===== config.mk =====
export PLATFORM = sky130hd
export DESIGN_NAME = da_fir_sym
export DESIGN_NICKNAME = d
export VERILOG_FILES = /design/src/rtl/da_fir_pkg.sv /design/src/rtl/da_fir_preadd.sv /design/src/rtl/da_fir_planes.sv /design/src/rtl/da_fir_slice_add.sv /design/src/rtl/da_fir_accum.sv /design/src/rtl/da_fir_sym.sv
export SDC_FILE = /design/constraint.sdc
export NUM_CORES = 1
export LEC_CHECK = 0
export ABC_AREA = 1
export ABC_CLOCK_PERIOD_IN_PS = 2000
export BUFFER_PORTS_ARGS = -buffer_cell sky130_fd_sc_hd__buf_4
export CAP_MARGIN = 40
export CORE_ASPECT_RATIO = 0.9
export CORE_UTILIZATION = 60
export CTS_CLUSTER_SIZE = 12
export DETAILED_ROUTE_END_ITERATION = 10
export HOLD_SLACK_MARGIN = 0.05
export PLACE_DENSITY = 0.76
export SYNTH_ARGS = -nofsm -noshare
export SYNTH_HDL_FRONTEND = slang
export SYNTH_SLANG_ARGS = --single-unit
export TNS_END_PERCENT = 30

===== constraint.sdc =====
create_clock -name clk_i -period 2 [get_ports clk_i]
set_input_delay 0.1 -clock clk_i [delete_from_list [all_inputs] [get_ports clk_i]]
set_output_delay 0.1 -clock clk_i [all_outputs]
set_load 0.05 [all_outputs]

===== src/rtl/da_fir_pkg.sv =====
package da_fir_pkg;

  // bits kept in the lookup table of plane j; planes below g are floored
  function automatic int plane_w(int j, int g, int lw, int msb);
    if (j < g) return lw - (g - j);
    return lw + (j - g) + ((j == msb) ? 1 : 0);
  endfunction

  // operand count after lvl halving stages of the adder tree
  function automatic int tree_cnt(int n, int lvl);
    int c;
    c = n;
    for (int i = 0; i < lvl; i++) c = (c + 1) / 2;
    return c;
  endfunction

  // halving stages until two operands remain for the final adder
  function automatic int tree_depth(int n);
    int d;
    int c;
    d = 0;
    c = n;
    while (c > 2) begin
      c = (c + 1) / 2;
      d++;
    end
    return d;
  endfunction

endpackage


===== src/rtl/da_fir_preadd.sv =====
module da_fir_preadd #(
  parameter int NTAP = 8,
  parameter int DW   = 8,
  localparam int HALF = NTAP / 2,
  localparam int PSW  = DW + 1
) (
  input  logic                  clk_i,
  input  logic                  rst_ni,
  input  logic signed [DW-1:0]  x_i,
  input  logic                  vld_i,
  output logic signed [PSW-1:0] pair_o [HALF],
  output logic                  vld_o
);

  logic signed [DW-1:0] dly [NTAP];
  logic                 v1, v2;

  always_ff @(posedge clk_i or negedge rst_ni) begin
    if (!rst_ni) begin
      for (int k = 0; k < NTAP; k++) dly[k] <= '0;
    end else if (vld_i) begin
      dly[0] <= x_i;
      for (int k = 1; k < NTAP; k++) dly[k] <= dly[k-1];
    end
  end

  always_ff @(posedge clk_i or negedge rst_ni) begin
    if (!rst_ni) begin
      for (int i = 0; i < HALF; i++) pair_o[i] <= '0;
      v1 <= 1'b0;
      v2 <= 1'b0;
    end else begin
      for (int i = 0; i < HALF; i++)
        pair_o[i] <= {dly[i][DW-1], dly[i]} + {dly[NTAP-1-i][DW-1], dly[NTAP-1-i]};
      v1 <= vld_i;
      v2 <= v1;
    end
  end

  assign vld_o = v2;

  assert_shift_in_R1: assert property (@(posedge clk_i) disable iff (!rst_ni)
    vld_i |=> dly[0] == $past(x_i));

  assert_hold_idle_R1: assert property (@(posedge clk_i) disable iff (!rst_ni)
    !vld_i |=> $stable(dly[0]) && $stable(dly[NTAP-1]));

  assert_valid_lag_R6: assert property (@(posedge clk_i) disable iff (!rst_ni)
    vld_o |-> $past(vld_i, 2));

endmodule


===== src/rtl/da_fir_planes.sv =====
module da_fir_planes
  import da_fir_pkg::*;
#(
  parameter int HALF  = 4,
  parameter int CW    = 8,
  parameter int PSW   = 9,
  parameter int G     = 6,
  parameter int ACC_W = 16,
  parameter logic [HALF*CW-1:0] COEFS = '0,
  localparam int LW   = CW + $clog2(HALF),
  localparam int NPL  = PSW,
  localparam int NENT = 1 << HALF
) (
  input  logic                    clk_i,
  input  logic                    rst_ni,
  input  logic signed [PSW-1:0]   pair_i [HALF],
  input  logic                    vld_i,
  output logic signed [ACC_W-1:0] term_o [NPL],
  output logic                    vld_o
);

  // floor(sign * subset_sum * 2^j / 2^G); sign plane negated
  function automatic int lut_entry(int j, int addr);
    int s;
    s = 0;
    for (int i = 0; i < HALF; i++)
      if (addr[i]) s += int'($signed(COEFS[i*CW +: CW]));
    if (j == NPL - 1) s = -s;
    s = s <<< j;
    return s >>> G;
  endfunction

  for (genvar j = 0; j < NPL; j++) begin : g_pl
    localparam int PW = plane_w(j, G, LW, NPL - 1);
    logic [HALF-1:0]        addr;
    logic signed [PW-1:0]   tbl [NENT];
    logic signed [PW-1:0]   q;

    for (genvar i = 0; i < HALF; i++) begin : g_ad
      assign addr[i] = pair_i[i][j];
    end
    for (genvar e = 0; e < NENT; e++) begin : g_ent
      assign tbl[e] = PW'(lut_entry(j, e));
    end

    always_ff @(posedge clk_i or negedge rst_ni) begin
      if (!rst_ni) q <= '0;
      else         q <= tbl[addr];
    end

    assign term_o[j] = ACC_W'(q);
  end

  always_ff @(posedge clk_i or negedge rst_ni) begin
    if (!rst_ni) vld_o <= 1'b0;
    else         vld_o <= vld_i;
  end

endmodule


===== src/rtl/da_fir_slice_add.sv =====
module da_fir_slice_add #(
  parameter int W  = 16,
  parameter int SL = 4,
  localparam int NS = (W + SL - 1) / SL,
  localparam int PW = NS * SL
) (
  input  logic         clk_i,
  input  logic         rst_ni,
  input  logic [W-1:0] a_i,
  input  logic [W-1:0] b_i,
  output logic [W-1:0] sum_o
);

  logic [PW-1:0] a_x, b_x;
  logic [PW-1:0] a_r   [NS];
  logic [PW-1:0] b_r   [NS];
  logic [PW-1:0] acc_r [NS];
  logic          c_r   [NS];
  logic [SL:0]   part  [NS];

  assign a_x = PW'(a_i);
  assign b_x = PW'(b_i);

  for (genvar s = 0; s < NS; s++) begin : g_sl
    if (s == 0) begin : g_first
      assign part[s] = {1'b0, a_x[0 +: SL]} + {1'b0, b_x[0 +: SL]};
      always_ff @(posedge clk_i or negedge rst_ni) begin
        if (!rst_ni) begin
          a_r[s] <= '0; b_r[s] <= '0; acc_r[s] <= '0; c_r[s] <= 1'b0;
        end else begin
          a_r[s]   <= a_x;
          b_r[s]   <= b_x;
          acc_r[s] <= PW'(part[s][SL-1:0]);
          c_r[s]   <= part[s][SL];
        end
      end
    end else begin : g_next
      assign part[s] = {1'b0, a_r[s-1][s*SL +: SL]} + {1'b0, b_r[s-1][s*SL +: SL]}
                     + {{SL{1'b0}}, c_r[s-1]};
      always_ff @(posedge clk_i or negedge rst_ni) begin
        if (!rst_ni) begin
          a_r[s] <= '0; b_r[s] <= '0; acc_r[s] <= '0; c_r[s] <= 1'b0;
        end else begin
          a_r[s]   <= a_r[s-1];
          b_r[s]   <= b_r[s-1];
          acc_r[s] <= acc_r[s-1];
          acc_r[s][s*SL +: SL] <= part[s][SL-1:0];
          c_r[s]   <= part[s][SL];
        end
      end
    end
  end

  assign sum_o = acc_r[NS-1][W-1:0];

  // cycles since reset, saturating, so the check never reaches before reset
  logic [$clog2(NS+1):0] warm;
  always_ff @(posedge clk_i or negedge rst_ni) begin
    if (!rst_ni)       warm <= '0;
    else if (warm < NS) warm <= warm + 1'b1;
  end

  // NS = W/SL is a handful of stages
  assert_slice_sum_R9: assert property (@(posedge clk_i) disable iff (!rst_ni)
    (warm == NS) |-> sum_o == $past(a_i + b_i, NS));

endmodule


===== src/rtl/da_fir_accum.sv =====
module da_fir_accum
  import da_fir_pkg::*;
#(
  parameter int NPL   = 9,
  parameter int ACC_W = 16,
  parameter int OUT_W = 11,
  parameter int GUARD = 2,
  parameter int SLICE = 4,
  parameter int ALIGN = 3,
  localparam int NLV  = tree_depth(NPL),
  localparam int NS   = (ACC_W + SLICE - 1) / SLICE,
  localparam int VD   = NS + 1 + ALIGN
) (
  input  logic                    clk_i,
  input  logic                    rst_ni,
  input  logic signed [ACC_W-1:0] term_i [NPL],
  input  logic                    vld_i,
  output logic signed [OUT_W-1:0] y_o,
  output logic                    vld_o
);

  for (genvar l = 0; l <= NLV; l++) begin : g_lv
    localparam int CNT = tree_cnt(NPL, l);
    logic signed [ACC_W-1:0] s [CNT];
    logic                    v;

    if (l == 0) begin : g_in
      for (genvar i = 0; i < CNT; i++) begin : g_el
        assign s[i] = term_i[i];
      end
      assign v = vld_i;
    end else begin : g_add
      localparam int PC = tree_cnt(NPL, l - 1);
      for (genvar i = 0; i < CNT; i++) begin : g_el
        logic signed [ACC_W-1:0] r;
        if (2*i + 1 < PC) begin : g_two
          always_ff @(posedge clk_i or negedge rst_ni) begin
            if (!rst_ni) r <= '0;
            else         r <= g_lv[l-1].s[2*i] + g_lv[l-1].s[2*i+1];
          end
        end else begin : g_one
          always_ff @(posedge clk_i or negedge rst_ni) begin
            if (!rst_ni) r <= '0;
            else         r <= g_lv[l-1].s[2*i];
          end
        end
        assign s[i] = r;
      end
      always_ff @(posedge clk_i or negedge rst_ni) begin
        if (!rst_ni) v <= 1'b0;
        else         v <= g_lv[l-1].v;
      end
    end
  end

  logic [ACC_W-1:0]        add_sum;
  logic signed [ACC_W-1:0] add_s;

  da_fir_slice_add #(.W(ACC_W), .SL(SLICE)) u_fin (
    .clk_i (clk_i),
    .rst_ni(rst_ni),
    .a_i   (g_lv[NLV].s[0]),
    .b_i   (g_lv[NLV].s[1]),
    .sum_o (add_sum)
  );

  assign add_s = $signed(add_sum);

  logic signed [OUT_W-1:0] yd [ALIGN+1];
  logic                    vd [VD];

  always_ff @(posedge clk_i or negedge rst_ni) begin
    if (!rst_ni) begin
      for (int k = 0; k <= ALIGN; k++) yd[k] <= '0;
      for (int k = 0; k < VD; k++)     vd[k] <= 1'b0;
    end else begin
      yd[0] <= OUT_W'(add_s >>> GUARD);
      for (int k = 1; k <= ALIGN; k++) yd[k] <= yd[k-1];
      vd[0] <= g_lv[NLV].v;
      for (int k = 1; k < VD; k++) vd[k] <= vd[k-1];
    end
  end

  assign y_o   = yd[ALIGN];
  assign vld_o = vd[VD-1];

  // bits above the kept field must all be sign copies
  assert_no_overflow_R4: assert property (@(posedge clk_i) disable iff (!rst_ni)
    (&add_s[ACC_W-1:GUARD+OUT_W-1]) || !(|add_s[ACC_W-1:GUARD+OUT_W-1]));

endmodule


===== src/rtl/da_fir_sym.sv =====
module da_fir_sym #(
  parameter int NTAP  = 8,
  parameter int DW    = 8,
  parameter int CW    = 8,
  parameter logic [NTAP/2*CW-1:0] COEFS = 32'h7F46_17F7,
  parameter int TRUNC = 8,
  parameter int GUARD = 2,
  parameter int SLICE = 4,
  parameter int ALIGN = 3,
  localparam int HALF  = NTAP / 2,
  localparam int PSW   = DW + 1,
  localparam int FW    = PSW + CW + $clog2(HALF),
  localparam int G     = TRUNC - GUARD,
  localparam int ACC_W = FW - G + 3,
  localparam int OUT_W = FW - TRUNC
) (
  input  logic                    clk_i,
  input  logic                    rst_ni,
  input  logic signed [DW-1:0]    x_i,
  input  logic                    x_vld_i,
  output logic signed [OUT_W-1:0] y_o,
  output logic                    y_vld_o
);

  logic signed [PSW-1:0]   pair [HALF];
  logic                    pair_vld;
  logic signed [ACC_W-1:0] term [PSW];
  logic                    term_vld;

  da_fir_preadd #(.NTAP(NTAP), .DW(DW)) u_pre (
    .clk_i (clk_i),
    .rst_ni(rst_ni),
    .x_i   (x_i),
    .vld_i (x_vld_i),
    .pair_o(pair),
    .vld_o (pair_vld)
  );

  da_fir_planes #(
    .HALF(HALF), .CW(CW), .PSW(PSW), .G(G), .ACC_W(ACC_W), .COEFS(COEFS)
  ) u_pl (
    .clk_i (clk_i),
    .rst_ni(rst_ni),
    .pair_i(pair),
    .vld_i (pair_vld),
    .term_o(term),
    .vld_o (term_vld)
  );

  da_fir_accum #(
    .NPL(PSW), .ACC_W(ACC_W), .OUT_W(OUT_W), .GUARD(GUARD),
    .SLICE(SLICE), .ALIGN(ALIGN)
  ) u_acc (
    .clk_i (clk_i),
    .rst_ni(rst_ni),
    .term_i(term),
    .vld_i (term_vld),
    .y_o   (y_o),
    .vld_o (y_vld_o)
  );

endmodule


== After elaboration in Yosys (flattened, before gate mapping) ==
Memories as Yosys holds them, arrays and structs flattened. A register that Yosys moved wholly into a read port is not among the register bits.
Cells that the tools add are included.

* Output and inout port bits: 12
* Memory bits (read-only): 1168
* Memories kept: 9
* Register bits after elaboration: 390

* Reduce and logical (&&, ||, !) cells: 9
* Add/sub/neg operators: 18
* Bitwise operators: 9

{| class="wikitable"
|+ Memories
! name !! words !! width !! read ports !! clocked after Yosys merged registers in !! write ports !! RTL line !! RTL
|-
| (name not given) || 16 || 13 || 1 || 1 || 0 || da_fir_planes.sv:48 || <nowiki>else q <= tbl[addr];</nowiki>
|-
| (name not given) || 16 || 11 || 1 || 1 || 0 || da_fir_planes.sv:48 ||
|-
| (name not given) || 16 || 10 || 1 || 1 || 0 || da_fir_planes.sv:48 ||
|-
| (name not given) || 16 || 9 || 1 || 1 || 0 || da_fir_planes.sv:48 ||
|-
| (name not given) || 16 || 8 || 1 || 1 || 0 || da_fir_planes.sv:48 ||
|-
| (name not given) || 16 || 7 || 1 || 1 || 0 || da_fir_planes.sv:48 ||
|-
| +3 memories || - || - || - || - || - || - ||
|}

{| class="wikitable"
|+ Operators with widths
! operator !! number
|-
| NOT 4 -> 5 bit || 9
|-
| adder 8 x 8 -> 9 bit || 4
|-
| adder 4 x 4 -> 5 bit || 3
|-
| adder 10 x 12 -> 13 bit || 1
|-
| adder 13 bit || 1
|-
| adder 10 x 11 -> 12 bit || 1
|-
| adder 5 x 1 -> 5 bit || 2
|-
| adder 8 x 9 -> 10 bit || 1
|-
| adder 6 x 8 -> 9 bit || 1
|-
| zero test 1 bit || 9
|-
| adder 6 x 7 -> 8 bit || 1
|-
| adder 4 x 5 -> 6 bit || 1
|-
| adder 1 bit || 2
|}

== Depth between registers and ports, before layout ==
Gate-level depths: netlist of the first run.

* Word-level depth: 2
* Gate-level depth with buffers: 9

== By module ==
A second synthesis of the first run with hierarchy kept.

* Cells, all modules: 2635
* Area total of the unflattened synthesis: 23398.7 um^2

{| class="wikitable"
|+ By module, submodules not included
! module !! seq. area each (um^2) !! cells each !! instances !! area an instance (um^2)
|-
| da_fir_accum || 5380.2 || 1452 || 1 || 11772.5
|-
| da_fir_preadd || 2552.4 || 552 || 1 || 4839.6
|-
| da_fir_planes || 1526.5 || 443 || 1 || 3818.7
|-
| da_fir_slice_add || 2277.2 || 188 || 1 || 2967.8
|}

== Least setup slack after synthesis of the first run ==
OpenSTA, ideal clock, no wires.

* Kind: register to register
* Start point: register u_acc.g_lv[1].g_add.g_el[3].r[0]
* End point: register u_acc.g_lv[2].g_add.g_el[1].r[12]
* Data required time: 1.883 ns
* Path buffers: 0
* Slack: 0.427 ns
* Clock period less this slack: 1.573 ns
* Cell stages (with the launch flop): 9
* Setup time: 0.117 ns
* Data arrival time: 1.456 ns
* Path through: dfrtp_1 -> ha_1 -> fa_1 -> nand3_1 -> nand3_1 -> nand3_1 -> nand3_1 -> nand2_1 -> nand2_1

* Word-level cells in the longest chain between the ends: 1

{| class="wikitable"
|+ Ends and longest elaborated chain
! item !! RTL line !! RTL
|-
| start: declaration || da_fir_accum.sv:35 || <nowiki>logic signed [ACC_W-1:0] r;</nowiki>
|-
| start signal: assignment || da_fir_accum.sv:39 || <nowiki>else r <= g_lv[l-1].s[2*i] + g_lv[l-1].s[2*i+1];</nowiki>
|-
| adder 10 x 12 -> 13 bit || da_fir_accum.sv:39 ||
|-
| end signal: assignment || da_fir_accum.sv:39 ||
|-
| end: declaration || da_fir_accum.sv:35 ||
|}

Every way passes these cells.
A chain may end at the register's enable or synchronous reset.

== Worst setup path after layout of the first run ==
Ends and elaborated chain as after synthesis.

==> results of run 1 <==
==> kinds of logic (layout without fill, tap and decap cells) <==
logic type / after synthesis / after routing / synth area share (%)
AO/OA/AOI/OAI: 199 / 199 / 6.89
XOR/XNOR: 65 / 65 / 3.63
adder cells (fa/ha/maj): 149 / 149 / 12.6
buffers and inverters: 195 / 275 / 5.02
flip-flops: 372 / 372 / 59.3
AND/OR/NAND/NOR: 488 / 488 / 12.6
==> worst reg2reg max path, stage by stage (launching register included) <==
cell     delay (ps)
dfrtp_1         370
ha_1            240
fa_1            440
nand3_1         110
nand3_1         150
nand3_1         140
nand3_1          70
nand2_1          60
nand2_1          60
==> routing by layer <==
layer,vias to the layer above,share of wire [%],global-route usage [%]
met5,-,0,0
met4,0,3.6,8.84
met3,69,4.1,4.18
met2,157,49,38.3
met1,4633,43,27.2
li1,4827,-,-
==> stage by stage <==
stage | area, sq um | std cells | setup slack, ps | total power, mW | hold WS [ps]
2_1_floorplan | 15700 | 1468 | 427 | 20.1 | -196
3_3_place_gp | 16300 | 1816 | 316 | 22.5 | 57.6
3_5_place_dp | 16300 | 1816 | 268 | 23.0 | 66.4
4_1_cts | 17600 | 1890 | 233 | 30.0 | 133
5_1_grt | 17600 | 1890 | 153 | 32.1 | 148
6_report | 17600 | 1890 | 248 | 29.7 | 122
==> state kept, by name, indices dropped and copies added, names as in the netlist <==
register / flops
u_acc.yd: 33
u_acc.u_fin.sum_o: 11
u_acc.u_fin.b_r: 11
u_pl.vld_o: 1
u_pre.vld_o: 1
u_acc.g_lv.g_add.g_el.r: 96
u_pre.dly: 64
u_pl.g_pl.q: 60
u_acc.g_lv.v: 3
u_pre.v1: 1
u_acc.u_fin.a_r: 15
u_acc.vd: 7
u_acc.vld_o: 1
u_acc.u_fin.acc_r: 18
u_acc.y_o: 11
u_pre.pair_o: 36
u_acc.u_fin.c_r: 3
==> synth_stat cells (all sizes together) <==
master   instances  area [sq um]
or2              5          31.3
o211ai           4          30.0
a21oi           98           490
dfrtp          372          9310
fa              15           300
o21bai           5          37.5
o21a             1          7.51
and2             2          12.5
inv            170           638
buf             25           150
nor3             2          10.0
xnor2           12           105
a31oi            2          12.5
nand2          295          1110
nand3b           3          22.5
nor2           101           379
a22oi            3          22.5
o221ai           7          61.3
xor2            53           464
a211oi           1          7.51
nand3           69           345
o21ai           76           395
ha             134          1680
o2bb2ai          2          17.5
nand4           11          68.8
==> power groups by stage <==
stage,combinational [mW],sequential (mW),clock [mW]
3_3_place_gp,10.2,12.2,0
5_1_grt,12.2,12.7,7.16
4_1_cts,10.7,12.4,6.85
3_5_place_dp,10.5,12.4,0
2_1_floorplan,8.28,11.8,0
6_report,10.6,12.3,6.68
==> layout make-up <==
type                            count  share of cell area, %
Tap cell                          342                   2.43
Sequential cell                   372                   52.8
Timing Repair Buffer               46                   2.71
Clock inverter                      8                  0.597
Multi-Input combinational cell    901                   31.8
Inverter                          170                   3.62
Clock buffer                       51                   5.97
==> worst max path at each step <==
stage                                        end  depth (start not counted)
2_1_floorplan  u_acc.g_lv[2].g_add.g_el[1].r[12]                          8
5_1_grt        u_acc.g_lv[3].g_add.g_el[0].r[10]                          7
4_1_cts        u_acc.g_lv[2].g_add.g_el[1].r[12]                          8
3_3_place_gp   u_acc.g_lv[2].g_add.g_el[1].r[12]                          8
6_report       u_acc.g_lv[2].g_add.g_el[1].r[12]                          8
3_5_place_dp   u_acc.g_lv[2].g_add.g_el[1].r[12]                          8
==> reports/metrics.cfg, run 1 <==
[outcome]
status = complete, no violations

[yosys]
ys_seq_elements = 372
syn_nets = 1628
avgSynthCellArea_sq_um = 10.7
yosysUniqueCellTypes = 32
synth_area_sq_um = 15700
synth-seq-area-share_pct = 59.3
yosysWarnings = 0
synth_cells = 1468

[setup_path]
cp.arrival_ps = 2150
start_kind = register
crit_start = u_acc.g_lv[1].g_add.g_el[3].r[0]
crit_family = adder cells
crit_fanout = 4
path_buf_inv = 0
path_class = register to register
ff2ff_path_depth = 8
r2r_setup_slack_ps = 250
end_kind = register
crit_top_cell = nand3_1
cpMaxStageDelayCell = fa_1
cp_cell_sequence = ha_1 -> fa_1 -> nand3_1 -> nand3_1 -> nand3_1 -> nand3_1 -> nand2_1 -> nand2_1
timing.rr.start = u_acc.g_lv[1].g_add.g_el[3].r[0]
max_stage_delay_ps = 440
critical_path_required_ps = 2400
reg2reg_to = u_acc.g_lv[2].g_add.g_el[1].r[12]

[power]
p_leak_nw = 8.94
power.switching_mw = 10.9
p_per_area_nw_per_um2 = 1680
clockPowerShare_pct = 22.5
ir_drop_v = 0.000824
p_seq_share_pct = 41.6
intPower_mw = 18.7
comb_power_share_pct = 35.9
swShare_pct = 36.9

[sta]
setup_viol = 0
max_clock_freq_mhz = 571
finalCritPeriodShare_pct = 87.6
rsz0062_at_grt = no
period_needed_ps = 1750
worst_pin_slew_ps = 461
drv_slew = 0
fin_tns_setup_ps = 0
relSlewSlack_pct = 69.3
clock_skew_ps = 15.2
hold_violations = 0

[placed_design]
io_buffers = 22
dp_hpwl_um = 19200
gp_congestion = 0.832

[detailed_routing]
vias = 9686
routed_wl_um = 27400
avgViaCountPerCell = 5.12
drt-initial-drc-count = 443
wl_per_cell_um = 14.5
postRouteAntennaNets = 0
drt_first_pass_iters = 4
drt_drc_violations_left = 0

[grt]
grt_start_max_net_pins = 64
grt_pass1_vias = 10100
grt_use_total_pct = 22.0
grt_pass1_wl_um = 47300
antenna_found_initial = 0
overflow = 0

[clock_network]
htree_num_levels = 2
root_buffer = clkbuf_16
cts_tree = done
clock-sinks = 372
holdBufCountCts = 15
ctsResizeCount = 0
clkLatencyLatePin_ps = 520
cts_setup_buffers = 0
numCtsBuffers = 39
clk_pin_slew_ps = 60
max-clock-path-buffers = 3

[floorplanning]
core_sq_um = 25400
rows = 55
die_area_sq_um = 26800
fp.dieH_um = 155
die_width_um = 173
start_util_pct = 61.8
io-pin-count = 23

[final_layout]
multiInputGateArea_sq_um = 5610
layout_common_cells = dfrtp_1, nand2_1, inv_1
layout_commonest_cell = dfrtp_1
synthToLayoutAreaGrowth_pct = 12.2
drive_gt1_share_pct = 5.49
num_antenna_cells = 0
seq_area_sq_um = 9310
fin_nets = 1690
post-route-util_pct = 69.4
fill_cells = 1756

[job]
max_cap_violations = 0

[worst_hold_path]
hold_path_class = primary input to async pin

(Power assumes the default switching activity.)
==> inputs of run 2 (changes only) <==
- CTS_BUF_LIST: default -> sky130_fd_sc_hd__clkbuf_16
==> run 2 against run 1 <==
Against the previous run:
- design area is 0.17% lower
- routed wire length is 0.11% lower
- combinational power hardly changed
- power is 0.53% lower
- clock power is 2% lower
- critical path type unchanged
- largest cell class unchanged
- largest power group unchanged
==> reports/metrics.cfg, run 2 (synthesized netlist as in run 1, its figures left out) <==
[outcome]
status = complete, no violations

[grt]
antenna_found_initial = 0  ; unchanged
grt_use_total_pct = 22.0  ; about the same
grt_pass1_wl_um = 47300  ; about the same
grt_start_max_net_pins = 64  ; unchanged
overflow = 0  ; unchanged
grt_pass1_vias = 10100  ; -0.040%

[sta]
fin_tns_setup_ps = 0  ; unchanged
drv_slew = 0  ; unchanged
max_clock_freq_mhz = 571  ; about the same
setup_viol = 0  ; unchanged
hold_violations = 0  ; unchanged
worst_pin_slew_ps = 461  ; +0.333 ps
clock_skew_ps = 19.6  ; +4.38 ps
period_needed_ps = 1750  ; +0.0130 ps
relSlewSlack_pct = 69.3  ; about the same
rsz0062_at_grt = no
setup_slack_ps = 248  ; -0.0130 ps
whs_ps = 120  ; -2.30 ps
finalCritPeriodShare_pct = 87.6  ; about the same

[final_layout]
largest_reg_flops = 96  ; unchanged
layout_commonest_cell = dfrtp_1
multiInputGateArea_sq_um = 5610  ; unchanged
synthToLayoutAreaGrowth_pct = 12.0
layout_common_cells = dfrtp_1, nand2_1, inv_1
post-route-util_pct = 69.2  ; -0.12 points
reg_top3 = u_acc.g_lv.g_add.g_el.r x96, u_pre.dly x64, u_pl.g_pl.q x60
drive_gt1_share_pct = 5.30  ; -0.19 points
fill_cells = 1762  ; +0.34%
top_register = u_acc.g_lv.g_add.g_el.r
num_antenna_cells = 0  ; unchanged
seq_area_sq_um = 9310  ; unchanged
fin_nets = 1690  ; unchanged

[floorplanning]
rows = 55  ; unchanged
core_sq_um = 25400  ; unchanged
io-pin-count = 23  ; unchanged
die_width_um = 173  ; unchanged
die_area_sq_um = 26800  ; unchanged
start_util_pct = 61.8  ; unchanged
fp.dieH_um = 155  ; unchanged

[setup_path]
crit_top_cell = nand3_1
cpMaxStageDelayCell = fa_1
crit_fanout = 4  ; unchanged
critical_path_required_ps = 2400  ; about the same
cp_cell_sequence = ha_1 -> fa_1 -> nand3_1 -> nand3_1 -> nand3_1 -> nand3_1 -> nand2_1 -> nand2_1
max_stage_delay_ps = 440  ; about the same
end_kind = register
start_kind = register
cp.arrival_ps = 2150  ; about the same
path_class = register to register

[placed_design]
place_worst_setup_slack_ps = 268  ; unchanged
dp_hpwl_um = 19200  ; unchanged
io_buffers = 22  ; unchanged
gp_congestion = 0.832  ; unchanged

[detailed_routing]
wl_per_cell_um = 14.5  ; -0.11%
avgViaCountPerCell = 5.15  ; +0.52%
vias = 9736  ; +0.52%
postRouteAntennaNets = 0  ; unchanged
drt_first_pass_iters = 4  ; unchanged
routed_wl_um = 27400  ; -0.11%
drt_drc_violations_left = 0  ; unchanged
drt-initial-drc-count = 407  ; -8.1%

[power]
total_power_mw = 29.5  ; -0.53%
p_per_area_nw_per_um2 = 1680  ; -0.36%
p_leak_nw = 8.96  ; +0.23%
ir_drop_v = 0.000824  ; about the same

[clock_network]
clkLatencyLatePin_ps = 520  ; about the same
numCtsBuffers = 39  ; unchanged
clk_pin_slew_ps = 60  ; about the same
max-clock-path-buffers = 3  ; unchanged
htree_num_levels = 2  ; unchanged
clock-sinks = 372  ; unchanged
ctsResizeCount = 0  ; unchanged
root_buffer = clkbuf_16
cts_tree = done

[worst_hold_path]
hold_path_class = primary input to async pin

[job]
max_cap_violations = 0  ; unchanged

## run 2: changes by cell type in the layout (fill, tap and decap cells not counted)
cell / before / now
clkbuf_8: 3 / 0
clkbuf_1: 9 / 0
clkinv_1: 0 / 3
inv_1: 169 / 178
## run 2: critical path: cells and delay by family (launching register included)
family | cells | cell delay, ps
fa+ha+maj | 2 | 680
simple gates | 6 | 580
flops | 1 | 370
## run 2: final timing paths
kind,startpoint,endpoint,slack (ps),cells past startpoint
max,u_acc.g_lv[1].g_add.g_el[3].r[0],u_acc.g_lv[2].g_add.g_el[1].r[12],250,8
min in group clk_i,x_i[5],u_pre.dly[61],320,4
max reg2reg,u_acc.g_lv[1].g_add.g_el[3].r[0],u_acc.g_lv[2].g_add.g_el[1].r[12],250,8
min reg2reg,u_acc.g_lv[2].g_add.g_el[2].r[3],u_acc.g_lv[3].g_add.g_el[1].r[3],340,0
max in group asynchronous,rst_ni,u_acc.g_lv[1].g_add.g_el[0].r[1],1160,3
min,rst_ni,u_acc.vld_o,120,2
## run 2: power breakdown
group / switching [mW] / internal, mW / total, mW
clock network: 2.76 / 3.77 / 6.53
logic: 6.57 / 4.07 / 10.6
registers: 1.63 / 10.7 / 12.3
## run 2: area by class of cell
type                    count  share of cell area [%]
clock buffers              39                    5.55
well taps                 342                    2.43
repair buffers             46                    2.72
flip-flops and latches    372                    52.9
multi-input cells         901                    31.9
clock inverters            20                   0.854
inverters                 170                    3.63
## run 2: per-stage QoR
step,instances,instance area (sq um)
floorplan,1468,15700
finish,1890,17600
detailed placement,1816,16300
global route,1890,17600
CTS,1890,17600
global placement,1816,16300
## run 2: what timing repair did
item	CTS	global route
hold buffers	15	0
hold endpoints to repair	394	0
buffers inserted	0	0
## run 2: layer usage
metal / routed length [um] / vias to the layer above / share of wire [%] / track usage, %
li1: - / 4825 / - / -
met1: 11700 / 4662 / 43 / 27.1
met2: 13500 / 174 / 49 / 38.4
met3: 1190 / 75 / 4.3 / 4.15
met4: 1050 / 0 / 3.8 / 8.89
met5: 0 / - / 0 / 0
